[src/rtl/twowire_regslave.sv]
module twowire_regslave #(
  parameter logic [7:0] CHIP_ID    = 8'hB2,
  parameter logic [7:0] ID_SUBADDR = 8'h89
) (
  input  logic       clk,
  input  logic       rst_n,
  input  logic       addr_strap,
  input  logic       scl_in,
  input  logic       sda_in,
  output logic       sda_drv_n,
  output logic       reg_wr_en,
  output logic [7:0] reg_addr,
  output logic [7:0] reg_wdata,
  input  logic [7:0] reg_rdata
);

  typedef enum logic [2:0] {S_IDLE, S_RX, S_ACK_WAIT, S_ACK, S_TX, S_MACK, S_RLOAD} st_t;
  localparam logic [1:0] K_ADDR = 2'd0, K_SUB = 2'd1, K_DATA = 2'd2;

  logic [2:0] scl_p, sda_p;
  logic       scl_s, sda_s, scl_rise, scl_fall, start_c, stop_c;
  st_t        st;
  logic [1:0] kind;
  logic [2:0] cnt;
  logic [7:0] sh, ptr, wr_addr;
  logic       rw, id_sent, strap_q;
  logic [7:0] rx_byte, tx_byte;
  logic [6:0] dev_addr;

  assign scl_s    = scl_p[1];
  assign sda_s    = sda_p[1];
  assign scl_rise = scl_s & ~scl_p[2];
  assign scl_fall = ~scl_s & scl_p[2];
  assign start_c  = scl_s & scl_p[2] & ~sda_s & sda_p[2];
  assign stop_c   = scl_s & scl_p[2] & sda_s & ~sda_p[2];
  assign rx_byte  = {sh[6:0], sda_s};
  assign tx_byte  = (ptr == ID_SUBADDR) ? CHIP_ID : reg_rdata;
  assign dev_addr = {6'b100010, ~strap_q};
  assign reg_addr = reg_wr_en ? wr_addr : ptr;

  always_ff @(posedge clk) begin
    if (!rst_n) begin
      scl_p <= 3'b111;
      sda_p <= 3'b111;
    end else begin
      scl_p <= {scl_p[1:0], scl_in};
      sda_p <= {sda_p[1:0], sda_in};
    end
  end

  always_ff @(posedge clk) begin
    if (!rst_n) begin
      strap_q   <= addr_strap;
      st        <= S_IDLE;
      kind      <= K_ADDR;
      cnt       <= '0;
      sh        <= '0;
      ptr       <= '0;
      wr_addr   <= '0;
      rw        <= 1'b0;
      id_sent   <= 1'b0;
      sda_drv_n <= 1'b1;
      reg_wr_en <= 1'b0;
      reg_wdata <= '0;
    end else begin
      reg_wr_en <= 1'b0;
      if (start_c) begin
        st        <= S_RX;
        kind      <= K_ADDR;
        cnt       <= '0;
        sda_drv_n <= 1'b1;
      end else if (stop_c) begin
        st        <= S_IDLE;
        sda_drv_n <= 1'b1;
      end else begin
        case (st)
          S_RX: if (scl_rise) begin
            sh  <= rx_byte;
            cnt <= cnt + 3'd1;
            if (cnt == 3'd7) begin
              st <= S_ACK_WAIT;
              case (kind)
                K_ADDR: begin
                  rw <= sda_s;
                  if (rx_byte[7:1] != dev_addr) st <= S_IDLE;
                end
                K_SUB: ptr <= rx_byte;
                default: begin
                  reg_wr_en <= (ptr != ID_SUBADDR);
                  reg_wdata <= rx_byte;
                  wr_addr   <= ptr;
                  ptr       <= ptr + 8'd1;
                end
              endcase
            end
          end
          S_ACK_WAIT: if (scl_fall) begin
            sda_drv_n <= 1'b0;
            st        <= S_ACK;
          end
          S_ACK: if (scl_fall) begin
            cnt <= '0;
            if (kind == K_ADDR && rw) begin
              sh        <= tx_byte;
              sda_drv_n <= tx_byte[7];
              id_sent   <= (ptr == ID_SUBADDR);
              ptr       <= ptr + 8'd1;
              st        <= S_TX;
            end else begin
              sda_drv_n <= 1'b1;
              kind      <= (kind == K_ADDR) ? K_SUB : K_DATA;
              st        <= S_RX;
            end
          end
          S_TX: if (scl_fall) begin
            if (cnt == 3'd7) begin
              sda_drv_n <= 1'b1;
              st        <= S_MACK;
            end else begin
              cnt       <= cnt + 3'd1;
              sh        <= {sh[6:0], 1'b0};
              sda_drv_n <= sh[6];
            end
          end
          S_MACK: if (scl_rise) st <= (!sda_s && !id_sent) ? S_RLOAD : S_IDLE;
          S_RLOAD: if (scl_fall) begin
            cnt       <= '0;
            sh        <= tx_byte;
            sda_drv_n <= tx_byte[7];
            id_sent   <= (ptr == ID_SUBADDR);
            ptr       <= ptr + 8'd1;
            st        <= S_TX;
          end
          default: ;
        endcase
      end
    end
  end

endmodule

[config.mk]
export PLATFORM = sky130hd
export DESIGN_NAME = twowire_regslave
export DESIGN_NICKNAME = d
export VERILOG_FILES = /design/src/rtl/twowire_regslave.sv
export SDC_FILE = /design/constraint.sdc
export NUM_CORES = 1
export LEC_CHECK = 0
export CAP_MARGIN = 20
export CORE_ASPECT_RATIO = 1.25
export CORE_MARGIN = 2
export CORE_UTILIZATION = 25
export CTS_BUF_LIST = sky130_fd_sc_hd__clkbuf_8
export DETAILED_ROUTE_END_ITERATION = 12
export DONT_BUFFER_PORTS = 1
export PLACE_DENSITY = 0.39
export SYNTH_ARGS = -nofsm -noshare
export SYNTH_HDL_FRONTEND = slang
export SYNTH_SLANG_ARGS = --single-unit
[constraint.sdc]
create_clock -name clk -period 2.8 [get_ports clk]
set_input_delay 0.28 -clock clk [delete_from_list [all_inputs] [get_ports clk]]
set_output_delay 0.28 -clock clk [all_outputs]
set_load 0.03 [all_outputs]
After elaboration in Yosys (flattened, before gate mapping)
Cells that the tools add are included.
{"block": "word_totals", "inputBits": 13, "register_bits": 50, "elab_cells": 143, "out_inout_bits": 18}
{"block": "op_classes", "reduce_logical": 27, "eq_ne": 31, "n_mux": 48, "n_bitwise": 20, "addsub": 2}
{"op": "8-bit two-way mux", "n": 7}
{"op": "3-bit two-way mux", "n": 14}
{"op": "7-bit two-way mux", "n": 6}
{"op": "9-bit AND reduction", "n": 4}
{"op": "4-bit inequality test, second input constant", "n": 8}
{"op": "7-bit case mux with 4 select lines", "n": 1}
{"op": "8-bit case mux with 3 select lines", "n": 1}
{"op": "6-bit AND reduction", "n": 4}
{"op": "2-bit inequality test, second input constant", "n": 11}
{"op": "3-bit case mux with 6 select lines", "n": 1}
{"op": "8-bit case mux with 2 select lines", "n": 1}
{"op": "1-bit inverter", "n": 13}
{"op": "3-bit equality test, second input constant", "n": 4}
{"op": "1-bit two-way mux", "n": 11}
{"op": "3-bit case mux with 3 select lines", "n": 1}
{"op": "8-bit by 1-bit adder with 8-bit output, second input constant", "n": 1}
{"op": "8-bit equality test, second input constant", "n": 1}
{"op": "8-bit inequality test, second input constant", "n": 1}
{"op": "4-bit nonzero test", "n": 2}
{"op": "8-bit nonzero test", "n": 1}
{"op": "8-bit OR reduction", "n": 1}
{"op": "1-bit bitwise AND", "n": 7}
{"op": "7-bit inequality test", "n": 1}
{"op": "3-bit by 2-bit equality test with 1-bit output, second input constant", "n": 2}
{"op": "other kinds (17)", "n": 24}

Logic depth before layout (Yosys ltp)
Gate-level depths: netlist of run 1.
{"block": "depth", "ltp_word": 9, "mapped_depth": 9, "depth_no_buf": 7}

Least setup slack after synthesis of run 1
OpenSTA, ideal clock, no wires.
{"block": "synth_path", "path_type": "register to register", "startpoint": "register cnt[0]", "endpoint": "register sh[1]", "setup_ns": 0.070, "t_arrival_ns": 1.888, "stages_incl_launch_ff": 9, "period_less_slack_ns": 1.958, "t_required_ns": 2.730, "path_slack_ns": 0.842, "n_path_buf": 1, "cell_sequence": "dfxtp_1 -> ha_1 -> ha_1 -> nor2b_1 -> or3_1 -> a21oi_2 -> buf_2 -> o221ai_1 -> a21oi_1"}
{"block": "synth_via", "elab_chain_len": 3}
{"item": "from (decl)", "line_no": "24", "source": "logic [2:0] cnt;"}
{"item": "from (signal assigned)", "line_no": "79", "source": "cnt <= cnt + 3'd1;"}
{"item": "from (signal assigned)", "line_no": "120", "source": "cnt <= cnt + 3'd1;"}
{"item": "3-bit equality test", "line_no": "116", "source": "if (cnt == 3'd7) begin"}
{"item": "2-bit inequality test (no line)"}
{"item": "9-bit AND reduction (no line)"}
{"item": "to (signal assigned)", "line_no": "104", "source": "sh <= tx_byte;"}
{"item": "to (signal assigned)", "line_no": "121", "source": "sh <= {sh[6:0], 1'b0};"}
{"item": "to (signal assigned)", "line_no": "128", "source": "sh <= tx_byte;"}
{"item": "to (decl)", "line_no": "25", "source": "logic [7:0] sh, ptr, wr_addr;"}
Every way passes these cells.
A chain may end at the register's enable or synchronous reset.

Final worst setup path of run 1
Ends and elaborated chain as after synthesis.

==> results of run 1 <==
-- worst max-delay path: cells and delay by family, from the launching register on --
kind | cells | cell delay (ps)
AO/OA/AOI/OAI | 3 | 880
AND/OR/NAND/NOR | 2 | 620
adder cells (fa/ha/maj) | 2 | 430
flip-flops | 1 | 340
-- routing by layer --
layer / GRT usage [%] / vias up / routed length (microns)
li1: - / 1058 / -
met1: 16.63 / 1003 / 3095
met2: 22.57 / 33 / 3442
met3: 2.387 / 9 / 209
met4: 5.121 / 0 / 150
met5: 0 / - / 0
-- flip-flops by register name (all words and copies together), names as in the netlist --
register   cells
wr_addr        8
ptr            8
st             3
sda_drv_n      1
rw             1
reg_wr_en      1
sh             7
cnt            3
scl_p          3
strap_q        1
kind           2
reg_wdata      8
sda_p          3
id_sent        1
-- layout make-up --
type / count / area (sq um) / share of cell area [%]
multi-input combinational: 221 / 1418 / 51.08
sequential: 50 / 1011 / 36.43
tap: 126 / 157.7 / 5.681
clock buffer: 5 / 68.82 / 2.480
timing repair buffer: 8 / 60.06 / 2.164
clock inverter: 3 / 41.29 / 1.488
inverter: 5 / 18.77 / 0.6763
-- cell usage in the layout (no fill, tap or decap), drive strengths merged, types with 2 or more instances in the layout --
| master | Yosys | layout |
|---|---|---|
| and2 | 2 | 2 |
| a21oi | 22 | 22 |
| mux2 | 7 | 7 |
| and3b | 2 | 2 |
| mux2i | 19 | 19 |
| o221ai | 3 | 3 |
| a211oi | 5 | 5 |
| nor2 | 43 | 43 |
| inv | 4 | 5 |
| dfxtp | 49 | 49 |
| nor2b | 9 | 9 |
| o21ai | 14 | 14 |
| nor4 | 2 | 2 |
| nand2 | 20 | 20 |
| nand2b | 11 | 11 |
| xnor2 | 2 | 2 |
| a21o | 2 | 2 |
| buf | 7 | 8 |
| nor3 | 4 | 4 |
| a31oi | 4 | 4 |
| a221o | 2 | 2 |
| nand3 | 3 | 3 |
| ha | 5 | 5 |
| a22oi | 4 | 4 |
| nand4 | 6 | 6 |
| or3 | 4 | 4 |
| and3 | 2 | 2 |
| nor3b | 2 | 2 |
| a211o | 2 | 2 |
| o32ai | 6 | 6 |
| clkbuf | 8 | 5 |
-- path summary, 6_finish.rpt --
| check | startpoint | to | cells after the start |
|---|---|---|---|
| worst max register to register | cnt[0] | sh[1] | 7 |
| worst min register to register | sda_p[0] | sda_p[1] | 1 |
| worst max-delay path | cnt[0] | sh[1] | 7 |
| worst min-delay path | rst_n | sda_p[2] | 1 |
-- through the flow --
stage,setup WS [ps],util (%)
4_1_cts,502.0,28.58
2_1_floorplan,841.8,-
5_1_grt,360.8,28.58
6_report,498.4,28.58
3_3_place_gp,540.9,27.45
3_5_place_dp,516.3,27.45
-- where the power goes --
group	total (W)	switching [W]	internal, W	leakage [nW]
Sequential	0.000724	0.00000570	0.000718	0.406
Clock	0.000518	0.000255	0.000264	0.0556
Combinational	0.0000304	0.0000209	0.00000951	0.605
-- cell families (layout without fill, tap and decap cells) --
kind of cell    count (synthesis)  after routing
compound gates                 73             73
xor+xnor                        3              3
fa+ha+maj                       5              5
buf+inv                        20             21
flops                          50             50
mux                            26             26
simple gates                  114            114
==> impl_metrics.tcl, run 1 <==
set metrics [dict create \
    reg2reg_slack_ps 500 \
    cp-end-kind "flip-flop" \
    drt-total-wl_microns 6897 \
    yosysTopAreaCell "dfxtp_1" \
    power.total_w 0.001272 \
    hold_path.class "in -> reg" \
    cts-root-buf "clkbuf_8" \
    cp-start-kind "flip-flop" \
    peakVddDrop_uv 182.8 \
    cts_max_level 2 \
    synth_fa_ha_area_share_pct 2.488 \
    antenna_left 0 \
    antenna_cells 0 \
    dp_cells 410 \
    start_util_pct 25.90 \
    slew_viol_final 0 \
    skew_ps 12.26 \
    crit_slowest_cell "a21oi_2" \
    worst_pin_slew_ps 807.1 \
    post-cts-setup-buffer-count 0 \
    placed_area_sq_um 2665 \
    arrival_ps 2550 \
    synth-compound-area-share_pct 19.30 \
    areaGrowthSynthToFinish_pct 10.35 \
    grt_max_degree 26 \
    ios 31 \
    antenna_found_initial 0 \
    cts_tree "done" \
    nNetsFinal 309 \
    synthMuxAreaShare_pct 10.70 \
    grt_first_pass_wirelength_microns 11270 \
    max_freq_mhz 434.5 \
    critPathRequiredTime_ps 3050 \
    synth_top_area_share_pct 39.00 \
    synth_top_family_by_area "simple AND/OR/NAND/NOR gates" \
    n_fill_cell 1060 \
    die_area_sq_um 10880 \
    die_h_microns 116.1 \
    drive_gt1_share_pct 9.589 \
    post-synth-top-count-cell "dfxtp_1" \
    synth_cells 291 \
    syn_avg_cell_area_sq_um 8.642 \
    cts_hold_buf 0 \
    outcome "finished, final reports clean" \
    finalInstanceArea_sq_um 2775 \
    p_per_area_nw_per_um2 458.4 \
    synth-async-reset-ratio_pct 0 \
    maxCapViolCount 0 \
    critical_path_class "reg -> reg" \
    min_period_ps 2302 \
    rsz0062_at_grt "no" \
    drt_iter0_markers 92 \
    core_sq_um 9709 \
    synth.area.top_cells "dfxtp_1 39%, mux2i_1 7.6%, nor2_1 6.4%" \
    portBuffers 0 \
    clk_pin_slew_ps 100 \
    yosys-top-cells-count "49 x dfxtp_1, 43 x nor2_1, 21 x a21oi_1" \
    path_common_cell "ha_1" \
    synth_xor_area_share_pct 1.045 \
    die_w_microns 93.71 \
    cts.sinks 50 \
    rows 40 \
    slowest_delay_ps 490 \
    synthFlopType "dfxtp_1" \
    overflow 0 \
    hpwlAfterDp_microns 5050 \
    cts.path.max_buffers 2 \
    cts.repair.resized 0 \
    synth-seq-cells 50 \
    vias_per_cell 5.031 \
    dr.pass1.iters 4 \
    synth_edf_count 1 \
    routedWlPerCell_microns 16.50 \
    setup_viol 0 \
    synth_cell_types 51 \
    yosysSeqAreaShare_pct 40.20 \
    numCtsBuffers 5 \
    path_cells "ha_1 > ha_1 > nor2b_1 > or3_1 > a21oi_2 > o221ai_1 > a21oi_1" \
    setup_tns_ps 0 \
    netlist_area_sq_um 2515 \
    ys_warn_count 0 \
    grt_pass1_vias 2047 \
    final_hold_viol_count 0 \
    maxSlewHeadroom_pct 45.62 \
    route.detailed.drc 0 \
    crit_path_max_fanout 14 \
    holdWs_ps 34.93 \
    synthSimpleGateAreaFrac_pct 22.84 \
    finalCritPeriodShare_pct 82.20 \
    clk_latency_ps 310 \
    finalNonFillerCells 418 \
    p_leak_nw 1.066 \
    place_congestion 0.8436 \
    vias 2103 \
    track_usage_pct 13.24 \
    syn-num-nets 309 \
]
(Power assumes the default switching activity.)
==> run 2, diff against run 1 <==
--- a/config.mk
+++ b/config.mk
@@ -12,7 +12,7 @@
 export CTS_BUF_LIST = sky130_fd_sc_hd__clkbuf_8
 export DETAILED_ROUTE_END_ITERATION = 12
 export DONT_BUFFER_PORTS = 1
-export PLACE_DENSITY = 0.39
+export PLACE_DENSITY = 0.41
 export SYNTH_ARGS = -nofsm -noshare
 export SYNTH_HDL_FRONTEND = slang
 export SYNTH_SLANG_ARGS = --single-unit
==> constraint.sdc (replaced) <==
create_clock -name clk -period 2.07 [get_ports clk]
set_input_delay 0.207 -clock clk [delete_from_list [all_inputs] [get_ports clk]]
set_output_delay 0.207 -clock clk [all_outputs]
set_load 0.03 [all_outputs]
==> run 2 against run 1 <==
Net effect: count of clock-buffer cells in the layout unchanged; combinational power increased by 97%; worst hold slack got worse by 1.4 ps; cell count increased by 7.2%; global-route usage increased by 1.0 points; sequential share of layout area decreased by 3.6 points; routed wire length increased by 5.9%; power increased by 36%; clock skew decreased by 2.6 ps; highest routed layer unchanged; maximum frequency increased by 19%; cell area increased by 11%.
==> impl_metrics.tcl, run 2 (same netlist as run 1, synthesis figures left out) <==
set metrics [dict create \
    outcome "finished, final reports clean" \
    final_hold_viol_count 0 \
    peakVddDrop_uv 356.2 \
    grt_first_pass_wirelength_microns 11990 \
    ios 31 \
    worst_pin_slew_ps 516.6 \
    drive_gt1_share_pct 18.01 \
    preCtsSetupSlack_ps 47.20 \
    setup_ws_ps 137.2 \
    cts.sinks 50 \
    start_util_pct 25.90 \
    whs_endpoint "ptr[7]" \
    antenna_left 0 \
    cp-start-kind "flip-flop" \
    r2r-end "sh[6]" \
    met3_usage_pct 2.968 \
    critical_path_class "reg -> reg" \
    vias 2247 \
    vias_per_cell 5.016 \
    die_h_microns 116.1 \
    reg2reg_slack_ps 140 \
    grt_busiest_layer "met2" \
    p_per_area_nw_per_um2 559.3 \
    cp-end-kind "flip-flop" \
    cts_tree "done" \
    max_freq_mhz 517.4 \
    arrival_ps 2170 \
    maxCapViolCount 0 \
    route.detailed.drc 0 \
    slew_viol_final 0 \
    numCtsBuffers 5 \
    p_leak_nw 1.244 \
    skew_ps 9.638 \
    power.total_w 0.001726 \
    drt-total-wl_microns 7304 \
    reg2reg_depth 8 \
    hold_depth 2 \
    overflow 0 \
    grt_max_degree 20 \
    rows 40 \
    crit_path_max_fanout 7 \
    track_usage_pct 14.26 \
    dr.pass1.iters 4 \
    hp-start "rst_n" \
    finalCritPeriodShare_pct 93.37 \
    cts_max_level 2 \
    hpwlAfterDp_microns 5445 \
    routedWlPerCell_microns 16.30 \
    die_w_microns 93.71 \
    critPathRequiredTime_ps 2310 \
    final_cell_mix "47 x dfxtp_1, 43 x nor2_1, 30 x buf_4" \
    reg2reg_from "cnt[0]" \
    cts-root-buf "clkbuf_8" \
    core_sq_um 9709 \
    nNetsFinal 339 \
    hold_path.class "in -> reg" \
    crit_start "cnt[0]" \
    min_period_ps 1933 \
    final_common_cell "dfxtp_1" \
    clk_latency_ps 320 \
    grt_pass1_vias 2231 \
    clk_pin_slew_ps 100 \
    largest_registers "ptr (8), reg_wdata (8), wr_addr (8)" \
    antenna_cells 0 \
    maxSlewHeadroom_pct 65.35 \
    setup_viol 0 \
    post-cts-setup-buffer-count 0 \
    antenna_found_initial 0 \
    gr-usage-met2_pct 24.81 \
    areaGrowthSynthToFinish_pct 22.69 \
    drt_iter0_markers 86 \
    place_congestion 0.8216 \
    die_area_sq_um 10880 \
    cts.path.max_buffers 2 \
    grtUsageMet1_pct 17.56 \
    portBuffers 0 \
]
==> run 2: cell count changes in the layout (fill, tap and decap cells not counted), moves of 2 or more <==
cell,before,now
dfxtp_1,49,47
buf_4,8,30
dfxtp_2,0,2
dlygate4sd3_1,0,4
buf_12,0,3
==> run 2: how the worst max path moves through the flow <==
stage                            to  slack (ps)  cells after the start
final                         sh[6]         140                      8
after global routing      sda_drv_n         -50                      7
after CTS                     sh[2]           9                      8
after detailed placement      sh[0]          50                      8
after global placement    sda_drv_n          60                      7
after floorplan               sh[1]         110                      8
==> run 2: power breakdown <==
part           switching, W  leakage (nW)  internal (W)
logic             0.0000346         0.777     0.0000254
clock network      0.000338        0.0607      0.000353
registers        0.00000455         0.407      0.000971
==> run 2: cell type report <==
class | instances | area, sq um
clock buffer | 5 | 68.82
clock inverter | 3 | 37.54
fill | 1065 | 6624
inverter | 5 | 18.77
multi-input combinational | 221 | 1439
sequential | 50 | 1013
tap | 126 | 157.7
timing repair buffer | 38 | 350.3
==> run 2: worst max-delay path, stage by stage (launching register included) <==
cell and delay [ps]:
dfxtp_2 340, ha_2 180, ha_1 190, nor2b_1 150
or3_4 360, a21oi_4 220, buf_12 150, nor2_1 40
a211oi_1 200
==> run 2: layer usage <==
metal | part of all wire (%) | vias to the layer above
li1 | - | 1112
met3 | 3.1 | 9
met1 | 43 | 1087
met5 | 0 | -
met2 | 52 | 39
met4 | 1.7 | 0
==> run 2: what timing repair did <==
| item | in CTS | in global routing |
|---|---|---|
| hold buffers | 4 | 0 |
| setup endpoints to repair | 0 | 9 |
| endpoints found under the hold margin | 7 | 0 |
| resized for setup | 0 | 6 |
==> run 2: per-stage QoR <==
step | hold slack, ps | instance area, sq um | instances | TNS (ps) | util [%]
2_1_floorplan | 280.0 | 2515 | 291 | 0 | -
3_3_place_gp | 283.2 | 2890 | 435 | 0 | 29.77
3_5_place_dp | 285.7 | 2890 | 435 | 0 | 29.77
4_1_cts | 27.56 | 3037 | 447 | 0 | 31.28
5_1_grt | 23.54 | 3085 | 448 | -52.44 | 31.78
6_report | 33.54 | 3085 | 448 | 0 | 31.78
==> run 3, diff against run 2 <==
--- a/config.mk
+++ b/config.mk
@@ -8,11 +8,11 @@
 export CAP_MARGIN = 20
 export CORE_ASPECT_RATIO = 1.25
 export CORE_MARGIN = 2
-export CORE_UTILIZATION = 25
+export CORE_UTILIZATION = 58
 export CTS_BUF_LIST = sky130_fd_sc_hd__clkbuf_8
 export DETAILED_ROUTE_END_ITERATION = 12
 export DONT_BUFFER_PORTS = 1
-export PLACE_DENSITY = 0.41
+export PLACE_DENSITY = 0.77
 export SYNTH_ARGS = -nofsm -noshare
 export SYNTH_HDL_FRONTEND = slang
 export SYNTH_SLANG_ARGS = --single-unit
==> constraint.sdc (replaced) <==
create_clock -name clk -period 2.07 [get_ports clk]
set_input_delay 0.1035 -clock clk [delete_from_list [all_inputs] [get_ports clk]]
set_output_delay 0.1035 -clock clk [all_outputs]
set_load 0.03 [all_outputs]
==> run 3 against run 2 <==
Net effect: critical path type unchanged; worst setup slack worse by 26 ps; cell count shrank 18%; flip-flop and latch count did not move; maximum frequency decreased by 1.3%.
==> impl_metrics.tcl, run 3 (same netlist as run 1, synthesis figures left out) <==
set metrics [dict create \
    die_w_microns 62.90 \
    seqPwrFrac_pct 56.4 \
    critical_path_class "reg -> reg" \
    ios 31 \
    n_fill_cell 353 \
    post-cts-setup-buffer-count 0 \
    drt_iter0_markers 155 \
    cp-start-kind "flip-flop" \
    clk_latency_ps 310 \
    place_congestion 0.9091 \
    core_sq_um 4131 \
    cts.path.max_buffers 2 \
    p_comb_share_pct 3.3 \
    reg2reg_from "cnt[0]" \
    start_util_pct 60.87 \
    max_freq_mhz 510.4 \
    clock_power_share_pct 40.3 \
    crit_start "cnt[0]" \
    power.total_w 0.001728 \
    antenna_left 0 \
    routedWlPerCell_microns 16.65 \
    sw_frac_of_total_pct 21.60 \
    preCtsSetupSlack_ps 2.469 \
    die_h_microns 77.62 \
    p_leak_nw 1.169 \
    die_area_sq_um 4882 \
    drt-total-wl_microns 6126 \
    antenna_found_initial 0 \
    hp-start "reg_rdata[1]" \
    p_per_area_nw_per_um2 600.8 \
    maxCapViolCount 0 \
    cts_tree "done" \
    antenna_cells 0 \
    grt_max_degree 28 \
    clk_pin_slew_ps 100 \
    areaGrowthSynthToFinish_pct 14.38 \
    peakVddDrop_uv 469.0 \
    cts.sinks 50 \
    vias_per_cell 6.011 \
    rsz0062_at_grt "no" \
    min_period_ps 1959 \
    numCtsBuffers 5 \
    vias 2212 \
    final_common_cell "dfxtp_1" \
    holdWs_ps 19.70 \
    track_usage_pct 26.80 \
    nNetsFinal 329 \
    cp-end-kind "flip-flop" \
    maxSlewHeadroom_pct 56.22 \
    intPower_w 0.001355 \
    hpwlAfterDp_microns 4465 \
    cts_max_level 2 \
    finalCritPeriodShare_pct 94.64 \
    setup_ws_ps 110.9 \
    grt_first_pass_wirelength_microns 10300 \
    route.detailed.drc 0 \
    dr.pass1.iters 4 \
    critPathRequiredTime_ps 2300 \
    final_hold_viol_count 0 \
    portBuffers 0 \
    arrival_ps 2190 \
    hold_path.class "in -> reg" \
    cts-root-buf "clkbuf_8" \
    rows 26 \
    dp_cells 356 \
    slew_viol_final 0 \
    largest_registers "ptr (8), reg_wdata (8), wr_addr (8)" \
    setup_viol 0 \
    final_cell_mix "49 x dfxtp_1, 43 x nor2_1, 23 x buf_4" \
    drive_gt1_share_pct 15.06 \
    worst_pin_slew_ps 655.8 \
    outcome "finished, final reports clean" \
    grt_pass1_vias 2150 \
    finalNonFillerCells 368 \
    switching_power_w 0.0003733 \
    setup_tns_ps 0 \
    crit_path_max_fanout 14 \
    overflow 0 \
    skew_ps 7.357 \
]
==> run 3: through the flow <==
step           cell area (sq um)  util [%]
3_3_place_gp                2710     65.60
5_1_grt                     2877     69.62
4_1_cts                     2868     69.41
2_1_floorplan               2515         -
3_5_place_dp                2710     65.60
6_report                    2877     69.62
==> run 3: critical path, stage by stage (launching register included) <==
cell and delay, ps:
dfxtp_1 340, ha_1 230, ha_1 210, nor2b_1 160
or3_4 380, a21oi_4 180, buf_12 140, nor2_1 40
a211oi_1 210
==> run 3: what timing repair did <==
| item | 4_1_cts | 5_1_grt |
|---|---|---|
| pin swaps | 0 | 4 |
| resized for setup | 1 | 2 |
| endpoints found under the hold margin | 13 | 0 |
| setup endpoints to repair | 1 | 8 |
| hold buffers | 4 | 0 |
==> run 3: power groups by stage <==
stage / sequential [W] / combinational, W / clock, W
6_report: 0.000975 / 0.0000564 / 0.000697
5_1_grt: 0.000976 / 0.0000612 / 0.000741
4_1_cts: 0.000975 / 0.0000550 / 0.000706
3_5_place_dp: 0.000998 / 0.0000456 / 0
3_3_place_gp: 0.000998 / 0.0000459 / 0
2_1_floorplan: 0.000997 / 0.0000338 / 0
==> run 3: cell type report <==
cell class	count	area (sq um)	share of cell area, %
clock buffer	5	68.82	2.392
clock inverter	3	43.79	1.522
inverter	5	18.77	0.6525
multi-input combinational	221	1431	49.76
sequential	50	1011	35.15
tap	56	70.07	2.436
timing repair buffer	28	232.7	8.090
==> run 3: routing by layer <==
metal / wire [microns] / share of wire, % / track usage (%)
met1: 2660 / 43 / 32.02
met2: 3057 / 50 / 46.17
met3: 242 / 4.0 / 4.348
met4: 165 / 2.7 / 13.33
met5: 0 / 0 / 0
==> run 3: worst paths after layout <==
path | endpoint | cells past startpoint | slack, ps
worst max-delay path | sh[3] | 8 | 110
worst min-delay path | sh[1] | 2 | 20
worst max register to register | sh[3] | 8 | 110
worst min register to register | sda_p[1] | 1 | 410
